--- config.mk ---
export PLATFORM = sky130hd
export DESIGN_NAME = pix_simd_alu
export DESIGN_NICKNAME = d
export VERILOG_FILES = /design/src/rtl/pix_pkg.sv /design/src/rtl/pix_align.sv /design/src/rtl/pix_lane.sv /design/src/rtl/pix_saa_acc.sv /design/src/rtl/pix_simd_alu.sv
export SDC_FILE = /design/constraint.sdc
export NUM_CORES = 1
export LEC_CHECK = 0
export ABC_AREA = 1
export ABC_CLOCK_PERIOD_IN_PS = 13600
export CAP_MARGIN = 20
export CORE_ASPECT_RATIO = 1.75
export CORE_MARGIN = 2
export CORE_UTILIZATION = 40
export DETAILED_ROUTE_END_ITERATION = 8
export SLEW_MARGIN = 20
export SYNTH_ARGS = -nofsm -noshare
export SYNTH_HDL_FRONTEND = slang
export SYNTH_SLANG_ARGS = --single-unit
--- constraint.sdc ---
create_clock -name clk -period 13.6 [get_ports clk]
set_clock_uncertainty 0.1 [all_clocks]
set_input_delay 2.04 -clock clk [delete_from_list [all_inputs] [get_ports clk]]
set_output_delay 2.04 -clock clk [all_outputs]
set_load 0.03 [all_outputs]
--- src/rtl/pix_pkg.sv ---
package pix_pkg;
   typedef enum logic [2:0] {
      OP_EXTRACT = 3'd0,
      OP_ADD8    = 3'd1,
      OP_ADD16   = 3'd2,
      OP_AVG     = 3'd3,
      OP_SAA     = 3'd4
   } pix_op_e;
endpackage

--- src/rtl/pix_align.sv ---
module pix_align #(
   parameter int LANES = 4,
   parameter int BW    = 8,
   localparam int OFSW = $clog2(LANES)
) (
   input  logic [2*LANES*BW-1:0] pair_i,
   input  logic [OFSW-1:0]       ofs_i,
   output logic [LANES*BW-1:0]   word_o
);
   logic [BW-1:0] bytes [2*LANES];

   generate
      if ((1 << OFSW) != LANES) begin : g_bad_lanes
         $error("pix_align: LANES must be a power of two");
      end
      for (genvar k = 0; k < 2*LANES; k++) begin : g_split
         assign bytes[k] = pair_i[k*BW +: BW];
      end
      for (genvar i = 0; i < LANES; i++) begin : g_pick
         logic [OFSW:0] sel;
         assign sel = {1'b0, ofs_i} + (OFSW+1)'(i);
         assign word_o[i*BW +: BW] = bytes[sel];
      end
   endgenerate
endmodule

--- src/rtl/pix_lane.sv ---
module pix_lane #(
   parameter int BW = 8
) (
   input  logic [BW-1:0] a_i,
   input  logic [BW-1:0] b_i,
   input  logic          trunc_i,
   output logic [BW-1:0] sat_o,
   output logic [BW-1:0] avg_o,
   output logic [BW-1:0] abs_o
);
   logic [BW:0] sum;
   logic [BW:0] sum_r;

   assign sum   = {1'b0, a_i} + {1'b0, b_i};
   assign sat_o = sum[BW] ? {BW{1'b1}} : sum[BW-1:0];
   assign sum_r = sum + {{BW{1'b0}}, ~trunc_i};
   assign avg_o = sum_r[BW:1];
   assign abs_o = (a_i >= b_i) ? (a_i - b_i) : (b_i - a_i);
endmodule

--- src/rtl/pix_saa_acc.sv ---
module pix_saa_acc #(
   parameter int BW   = 8,
   parameter int ACCW = 16
) (
   input  logic            clk,
   input  logic            rst_n,
   input  logic            en_i,
   input  logic            clr_i,
   input  logic [BW-1:0]   diff_i,
   output logic [ACCW-1:0] acc_o
);
   logic [ACCW:0] sum;

   generate
      if (ACCW <= BW) begin : g_bad_width
         $error("pix_saa_acc: ACCW must exceed BW");
      end
   endgenerate

   assign sum = {1'b0, acc_o} + (ACCW+1)'(diff_i);

   always_ff @(posedge clk) begin
      if (!rst_n)     acc_o <= '0;
      else if (clr_i) acc_o <= '0;
      else if (en_i)  acc_o <= sum[ACCW] ? {ACCW{1'b1}} : sum[ACCW-1:0];
   end


   clr_zero_chk: assert property (@(posedge clk) disable iff (!rst_n)
      clr_i |=> acc_o == '0);

   acc_hold_chk: assert property (@(posedge clk) disable iff (!rst_n)
      (!clr_i && !en_i) |=> $stable(acc_o));

   no_wrap_chk: assert property (@(posedge clk) disable iff (!rst_n)
      (en_i && !clr_i && acc_o == {ACCW{1'b1}}) |=> acc_o == {ACCW{1'b1}});

   monotone_chk: assert property (@(posedge clk) disable iff (!rst_n)
      (en_i && !clr_i) |=> acc_o >= $past(acc_o));
endmodule

--- src/rtl/pix_simd_alu.sv ---
module pix_simd_alu
   import pix_pkg::*;
#(
   parameter int LANES = 4,
   parameter int BW    = 8,
   parameter int ACCW  = 16,
   localparam int WW   = LANES*BW,
   localparam int PW   = 2*WW,
   localparam int HW   = 2*BW,
   localparam int OFSW = $clog2(LANES)
) (
   input  logic              clk,
   input  logic              rst_n,
   input  logic [2:0]        op_i,
   input  logic [PW-1:0]     src_a_i,
   input  logic [PW-1:0]     src_b_i,
   input  logic [OFSW-1:0]   ofs_i,
   input  logic              avg_trunc_i,
   input  logic              acc_clr_i,
   output logic [WW-1:0]     res_o,
   output logic [LANES*ACCW-1:0] acc_o
);
   logic [WW-1:0] win_a, win_b;
   logic [WW-1:0] sat_w, avg_w, abs_w, add16_w;
   logic [WW-1:0] res_d;
   pix_op_e       op;
   logic          saa_en;

   assign op     = pix_op_e'(op_i);
   assign saa_en = (op_i == OP_SAA);

   generate
      if (LANES % 2 != 0) begin : g_bad_pairs
         $error("pix_simd_alu: LANES must be even for halfword adds");
      end
   endgenerate

   pix_align #(.LANES(LANES), .BW(BW)) u_align_a (
      .pair_i(src_a_i), .ofs_i(ofs_i), .word_o(win_a));
   pix_align #(.LANES(LANES), .BW(BW)) u_align_b (
      .pair_i(src_b_i), .ofs_i(ofs_i), .word_o(win_b));

   generate
      for (genvar i = 0; i < LANES; i++) begin : g_lane
         pix_lane #(.BW(BW)) u_lane (
            .a_i(win_a[i*BW +: BW]), .b_i(win_b[i*BW +: BW]),
            .trunc_i(avg_trunc_i),
            .sat_o(sat_w[i*BW +: BW]), .avg_o(avg_w[i*BW +: BW]),
            .abs_o(abs_w[i*BW +: BW]));
         pix_saa_acc #(.BW(BW), .ACCW(ACCW)) u_acc (
            .clk(clk), .rst_n(rst_n), .en_i(saa_en), .clr_i(acc_clr_i),
            .diff_i(abs_w[i*BW +: BW]), .acc_o(acc_o[i*ACCW +: ACCW]));
      end
      for (genvar h = 0; h < LANES/2; h++) begin : g_half
         logic [HW-1:0] ha, hb;
         logic [HW:0]   hs;
         assign ha = win_a[h*HW +: HW];
         assign hb = win_b[h*HW +: HW];
         assign hs = {ha[HW-1], ha} + {hb[HW-1], hb};
         always_comb begin
            if (hs[HW] != hs[HW-1])
               add16_w[h*HW +: HW] = hs[HW] ? {1'b1, {(HW-1){1'b0}}}
                                            : {1'b0, {(HW-1){1'b1}}};
            else
               add16_w[h*HW +: HW] = hs[HW-1:0];
         end
      end
   endgenerate

   always_comb begin
      case (op)
         OP_EXTRACT: res_d = win_a;
         OP_ADD8:    res_d = sat_w;
         OP_ADD16:   res_d = add16_w;
         OP_AVG:     res_d = avg_w;
         OP_SAA:     res_d = abs_w;
         default:    res_d = '0;
      endcase
   end

   always_ff @(posedge clk) begin
      if (!rst_n) res_o <= '0;
      else        res_o <= res_d;
   end


   bad_op_zero_chk: assert property (@(posedge clk) disable iff (!rst_n)
      (op_i > 3'd4) |=> res_o == '0);

   extract_off0_chk: assert property (@(posedge clk) disable iff (!rst_n)
      (op_i == 3'd0 && ofs_i == '0) |=> res_o == $past(src_a_i[WW-1:0]));
endmodule

# == Word-level counts from Yosys, hierarchy flattened ==
# Index checks and enable logic that the tools add are counted.
# totals
wordCells,93
input_bits,137
reg_bits,96
# op_classes
n_addsub,25
magnitude_cmp,8
bitwise_logic,6
n_eq_ne,6
muxes,41
n_reduce_logical,2
# op_table
op,n
8-bit binary-select mux with 3-bit select,8
8-bit 2-to-1 mux,24
32-bit case mux with 5 select lines,1
16-bit 2-to-1 mux,8
16-bit by 8-bit adder with 17-bit output,4
8-bit subtractor,8
8-bit by 8-bit adder with 9-bit output,4
9-bit by 1-bit adder with 9-bit output,4
16-bit by 16-bit adder with 17-bit output,2
8-bit >= comparator,4
"4-bit >= comparator, second input constant",4
3-bit NOT with 4-bit output,3
"2-bit by 2-bit adder with 3-bit output, second input constant",2
"3-bit by 2-bit == test with 1-bit output, second input constant",2
2-bit NOT with 4-bit output,1
"2-bit by 1-bit adder with 3-bit output, second input constant",1
"3-bit by 1-bit == test with 1-bit output, second input constant",1
"3-bit == test, second input constant",1
3-bit zero test,1
1-bit inequality test,2
1-bit NOT,2
2-bit OR reduction,1

# == Depth between registers and ports, before layout ==
# logic_depth
word_depth,9
ltp_mapped,35
depth_no_buf,29

# == By module ==
# Synthesis repeated with hierarchy kept, for this count alone.
# hier_totals
cells_unflattened,2867
area_unflattened_um2,17510.5
# by_module_without_submodules
mod,cells_each,area_each_um2,seq_area_each_um2,n_inst
pix_saa_acc,179,1193.6,320.3,4
pix_lane (g_lane[0].u_lane ...),230,1524.0,0.0,3
pix_simd_alu,642,3907.5,640.6,1
pix_align,295,1372.6,0.0,2
pix_lane (g_lane[1].u_lane),229,1511.4,0.0,1

# == Least setup slack after synthesis ==
# OpenSTA, ideal clock, no wires.
# synth_timing
path_kind,input-to-reg
from,input port ofs_i[0]
to,register g_lane[1].u_acc.acc_o[11]
setup_time_ns,0.070
n_path_buf,7
t_arrival_ns,7.283
cell_stages,28
setup_slack_ns,6.147
path_cell_list,inv_1 buf_2 clkbuf_1 buf_2 buf_2 ha_1 clkbuf_1 buf_2 buf_1 a21oi_1 a32oi_1 inv_1 fa_1 nand3_1 nand2_1 o21ai_1 nand2_2 o21a_1 fa_1 inv_1 nand3_1 a21oi_1 nor2_1 o21ai_0 nand4_1 nor2_1 nand2_1 a21oi_1
# synth_between
elab_chain_len,9
# synth_lines
element,line,text
"start, declared",pix_simd_alu.sv:17,"input logic [OFSW-1:0] ofs_i,"
2-bit by 1-bit adder with 3-bit output *,pix_align.sv:21,"assign sel = {1'b0, ofs_i} + (OFSW+1)'(i);"
3-bit NOT with 4-bit output (not written as such) *,pix_align.sv:22,assign word_o[i*BW +: BW] = bytes[sel];
8-bit binary-select mux with 3-bit select,pix_align.sv:22,
8-bit 2-to-1 mux (not written as such) (2 in series),pix_align.sv:22,
8-bit subtractor / 8-bit >= comparator (equally long branches),pix_lane.sv:18,assign abs_o = (a_i >= b_i) ? (a_i - b_i) : (b_i - a_i);
8-bit 2-to-1 mux *,pix_lane.sv:18,
16-bit by 8-bit adder with 17-bit output *,pix_saa_acc.sv:20,"assign sum = {1'b0, acc_o} + (ACCW+1)'(diff_i);"
16-bit 2-to-1 mux *,pix_saa_acc.sv:25,else if (en_i) acc_o <= sum[ACCW] ? {ACCW{1'b1}} : sum[ACCW-1:0];
"end signal, assigned",pix_saa_acc.sv:25,
"end, declared",pix_saa_acc.sv:10,output logic [ACCW-1:0] acc_o
# Every way passes the cells marked *; elsewhere a longest branch is shown, timed or not. The select of a mux whose other input is x is not followed.
# A chain may end at the register's enable or synchronous reset.

# == Final worst setup path ==
# layout_timing
from,input port ofs_i[1]
to,register g_lane[3].u_acc.acc_o[11]
# layout_between
elab_chain_len,9
# layout_lines
element,line
2-bit by 2-bit adder with 3-bit output *,pix_align.sv:21
3-bit NOT with 4-bit output (not written as such) *,pix_align.sv:22
8-bit binary-select mux with 3-bit select,pix_align.sv:22
8-bit 2-to-1 mux (not written as such) (2 in series),pix_align.sv:22
8-bit subtractor / 8-bit >= comparator (equally long branches),pix_lane.sv:18
8-bit 2-to-1 mux *,pix_lane.sv:18
16-bit by 8-bit adder with 17-bit output *,pix_saa_acc.sv:20
16-bit 2-to-1 mux *,pix_saa_acc.sv:25
"end signal, assigned",pix_saa_acc.sv:25
"end, declared",pix_saa_acc.sv:10
# Marked as above.

==> impl_metrics.yaml <==
outcome:
  run_status: "finished, final reports clean"
sta:
  fin_crit_sh_pct: 65.9
  tightest_slew_ns: 1.05
  drv_slew: 0
  hold_violations: 0
  layout_setup_ws_ns: 4.63
  fmax_mhz: 112
  fin_tns_setup_ns: 0
  layout_min_cycle_time_ns: 8.97
  rsz0062_at_grt: "no"
  slew_headroom_pct: 29.6
  setup-violations-final: 0
synth:
  synth_seq_area_share_pct: 12.9
  synth_xor_area_share_pct: 4.75
  synth_top_family_by_area: "simple AND/OR/NAND/NOR gates"
  synth_compound_area_share_pct: 20.9
  synth.area.top_cells: "nand2_1 18%, dfxtp_1 13%, ha_1 11%, inv_1 8.4%, o21ai_0 6.5%"
  synth_fp_nets: 2875
  ys_warn_count: 0
  synth_edf_count: 0
  synth_simple_gate_area_share_pct: 35.2
  synthAdderAreaFrac_pct: 13.3
  synth_mux_area_share_pct: 0.737
  synth-seq-cells: 96
  async_flop_share_pct: 0
  synth_top_cell_by_area: "nand2_1"
  synth_top_cell_area_share_pct: 18.2
  synth.distinct_cells: 53
  ys.flop_type: "dfxtp_1"
  avgSynthCellArea_um2: 5.77
  syn-cell-area_mm2: 0.0149
  synth_cells: 2589
critical_path:
  worst_setup_path_end_kind: "flip-flop"
  crit_slowest_cell: "a32oi_1"
  cp-startpoint: "ofs_i[1]"
  ff2ff_setup_slack_ns: 10.82
  path_class: "input port to flip-flop"
  reg2reg_from: "g_lane[1].u_acc.acc_o[0]"
  crit_top_cell: "nand2_1"
  worstPathRequired_ns: 13.75
  arrival_ns: 9.12
  start_kind: "input port"
  path_max_fanout: 67
  cpPeakStageDelay_ns: 0.67
clock_network:
  cts_resized: 0
  cts_tree: "yes"
  cts_root_buffer: "clkbuf_16"
  cts_setup_buffers: 0
  clk_pin_slew_ns: 0.06
  numCtsBuffers: 9
  clock-sinks: 96
  htree_levels: 3
  clk_latency_ns: 0.35
  cts.path.max_buffers: 2
  cts_hold_buf: 0
global_route:
  grt_max_degree: 97
  grt_pass1_vias: 16400
  grt_usage_pct: 27.6
  grt-ovfl-total: 0
  antenna_found_initial: 0
  grt_pass1_wl_mm: 85.9
die:
  dieArea_mm2: 0.0390
  coreArea_mm2: 0.0368
  rows: 93
  pin_count: 233
  start_util_pct: 40.6
  die_x_um: 150
  die_y_um: 260
layout:
  area_delta_synth_final_pct: 19.3
  drive_gt1_share_pct: 5.09
  final_util_pct: 48.5
  final_nets: 3035
  diodes: 0
  fill_cells: 4030
place:
  gp_congestion: 0.954
  dp_hpwl_mm: 46.0
  portBuffers: 232
  dpl_worst_slack_ns: 4.35
detailed_routing:
  drt_iter0_markers: 851
  wire_per_inst_um: 16.9
  postRouteAntennaNets: 0
  num_vias: 17100
  routed_wl_mm: 54.6
  firstDrtPassIters: 5
  viasPerCell: 5.30
  drc: 0
hold_path:
  hold_class: "flip-flop to flip-flop"
  min_from: "g_lane[2].u_acc.acc_o[15]"
power:
  power_density_mw_per_mm2: 108
  vdd_drop_max_mv: 0.0682
  power_leakage_nw: 8.58
flow_run:
  cap_violations: 0
[report_power, final]
| group | total (W) | switching, W | internal (W) |
|---|---|---|---|
| Combinational | 0.00136 | 0.000907 | 0.000456 |
| Clock | 0.000256 | 0.000114 | 0.000143 |
| Sequential | 0.000310 | 0.00000944 | 0.000300 |
| Total | 0.00193 | 0.00103 | 0.000898 |
[cells in the mapped netlist, types with 11 or more instances]
master      n
a21o_1     14
a21oi_1   182
a21oi_2    13
a31oi_1    27
a32oi_1    22
buf_2      26
buf_4      11
clkbuf_1   58
dfxtp_1    96
fa_1       16
ha_1      133
inv_1     333
inv_2      16
mux2i_1    11
nand2_1   725
nand2_2    22
nand3_1   162
nand4_1    27
nor2_1    242
nor3_1     26
o211ai_1   31
o21ai_0   194
o21ai_1    11
or2_2      24
xnor2_1    17
xor2_1     64
[flip-flops by register name (all words and copies together) (netlist names)]
signal,flops
g_lane.u_acc.acc_o,64
res_o,32
[cells in the final DEF (no fill, tap or decap), types with 5 or more instances in the layout]
master           synthesis  layout
a21o_1                  14      14
a21oi_1                182     182
a21oi_2                 13      13
a21oi_4                  5       5
a31oi_1                 27      27
a32oi_1                 22      22
buf_4                   11      21
clkbuf_16                0       9
clkdlybuf4s50_1          0     231
dfxtp_1                 96      96
fa_1                    16      16
ha_1                   133     132
inv_1                  333     332
inv_2                   16      17
mux2i_1                 11      11
nand2_1                725     725
nand2_2                 22      22
nand3_1                162     162
nand3b_1                10      10
nand4_1                 27      27
nor2_1                 242     241
nor2_2                   6       6
nor3_1                  26      24
o211ai_1                31      31
o21a_1                  10      10
o21ai_0                194     192
o21ai_1                 11      13
o21ai_2                  6       6
o21bai_1                 5       5
or2_2                   24      24
xnor2_1                 17      17
xor2_1                  64      64
[area by class of cell]
cell class	count	area (um2)	share of cell area, %
Clock buffer	9	225	1.26
Clock inverter	6	67.6	0.379
Inverter	355	1340	7.51
Multi-Input combinational cell	2035	11200	62.9
Sequential cell	96	1920	10.8
Tap cell	475	594	3.34
Timing Repair Buffer	252	2470	13.9
[through the flow]
stage          instances  total power [W]  hold slack [ns]  instance area, um2
2_1_floorplan       2589          0.00129            0.509               14900
3_3_place_gp        3212          0.00165            0.382               17500
3_5_place_dp        3213          0.00166            0.395               17500
4_1_cts             3228          0.00193            0.404               17800
5_1_grt             3228          0.00210            0.430               17800
6_report            3228          0.00193            0.399               17800
[worst paths after layout]
path                                     to  depth (start not counted)
hold reg to reg   g_lane[2].u_acc.acc_o[15]                          2
setup / recovery  g_lane[3].u_acc.acc_o[11]                         32
setup reg to reg  g_lane[1].u_acc.acc_o[15]                         12
hold / removal    g_lane[2].u_acc.acc_o[15]                          2
[routing by layer]
metal | part of all wire (%) | track usage [%] | up-vias
met4 | 5.3 | 13.9 | 0
met5 | 0 | 0 | -
li1 | - | - | 8682
met3 | 4.1 | 2.05 | 103
met2 | 50 | 50.3 | 511
met1 | 41 | 32.1 | 7811
[cell families (layout without fill, tap and decap cells)]
kind of cell	count (synthesis)	after routing
simple gates	1258	1258
compound gates	536	536
xor+xnor	81	81
buf+inv	458	622
fa+ha+maj	149	149
flops	96	96
mux	11	11
[worst max-delay path: cells and delay by family]
family / cells / cell delay, ns
buffers and inverters: 11 / 2.84
AO/OA/AOI/OAI: 6 / 1.65
AND/OR/NAND/NOR: 12 / 1.36
adder cells (fa/ha/maj): 3 / 1.20
Note: power is estimated with default switching activity, not from simulation.
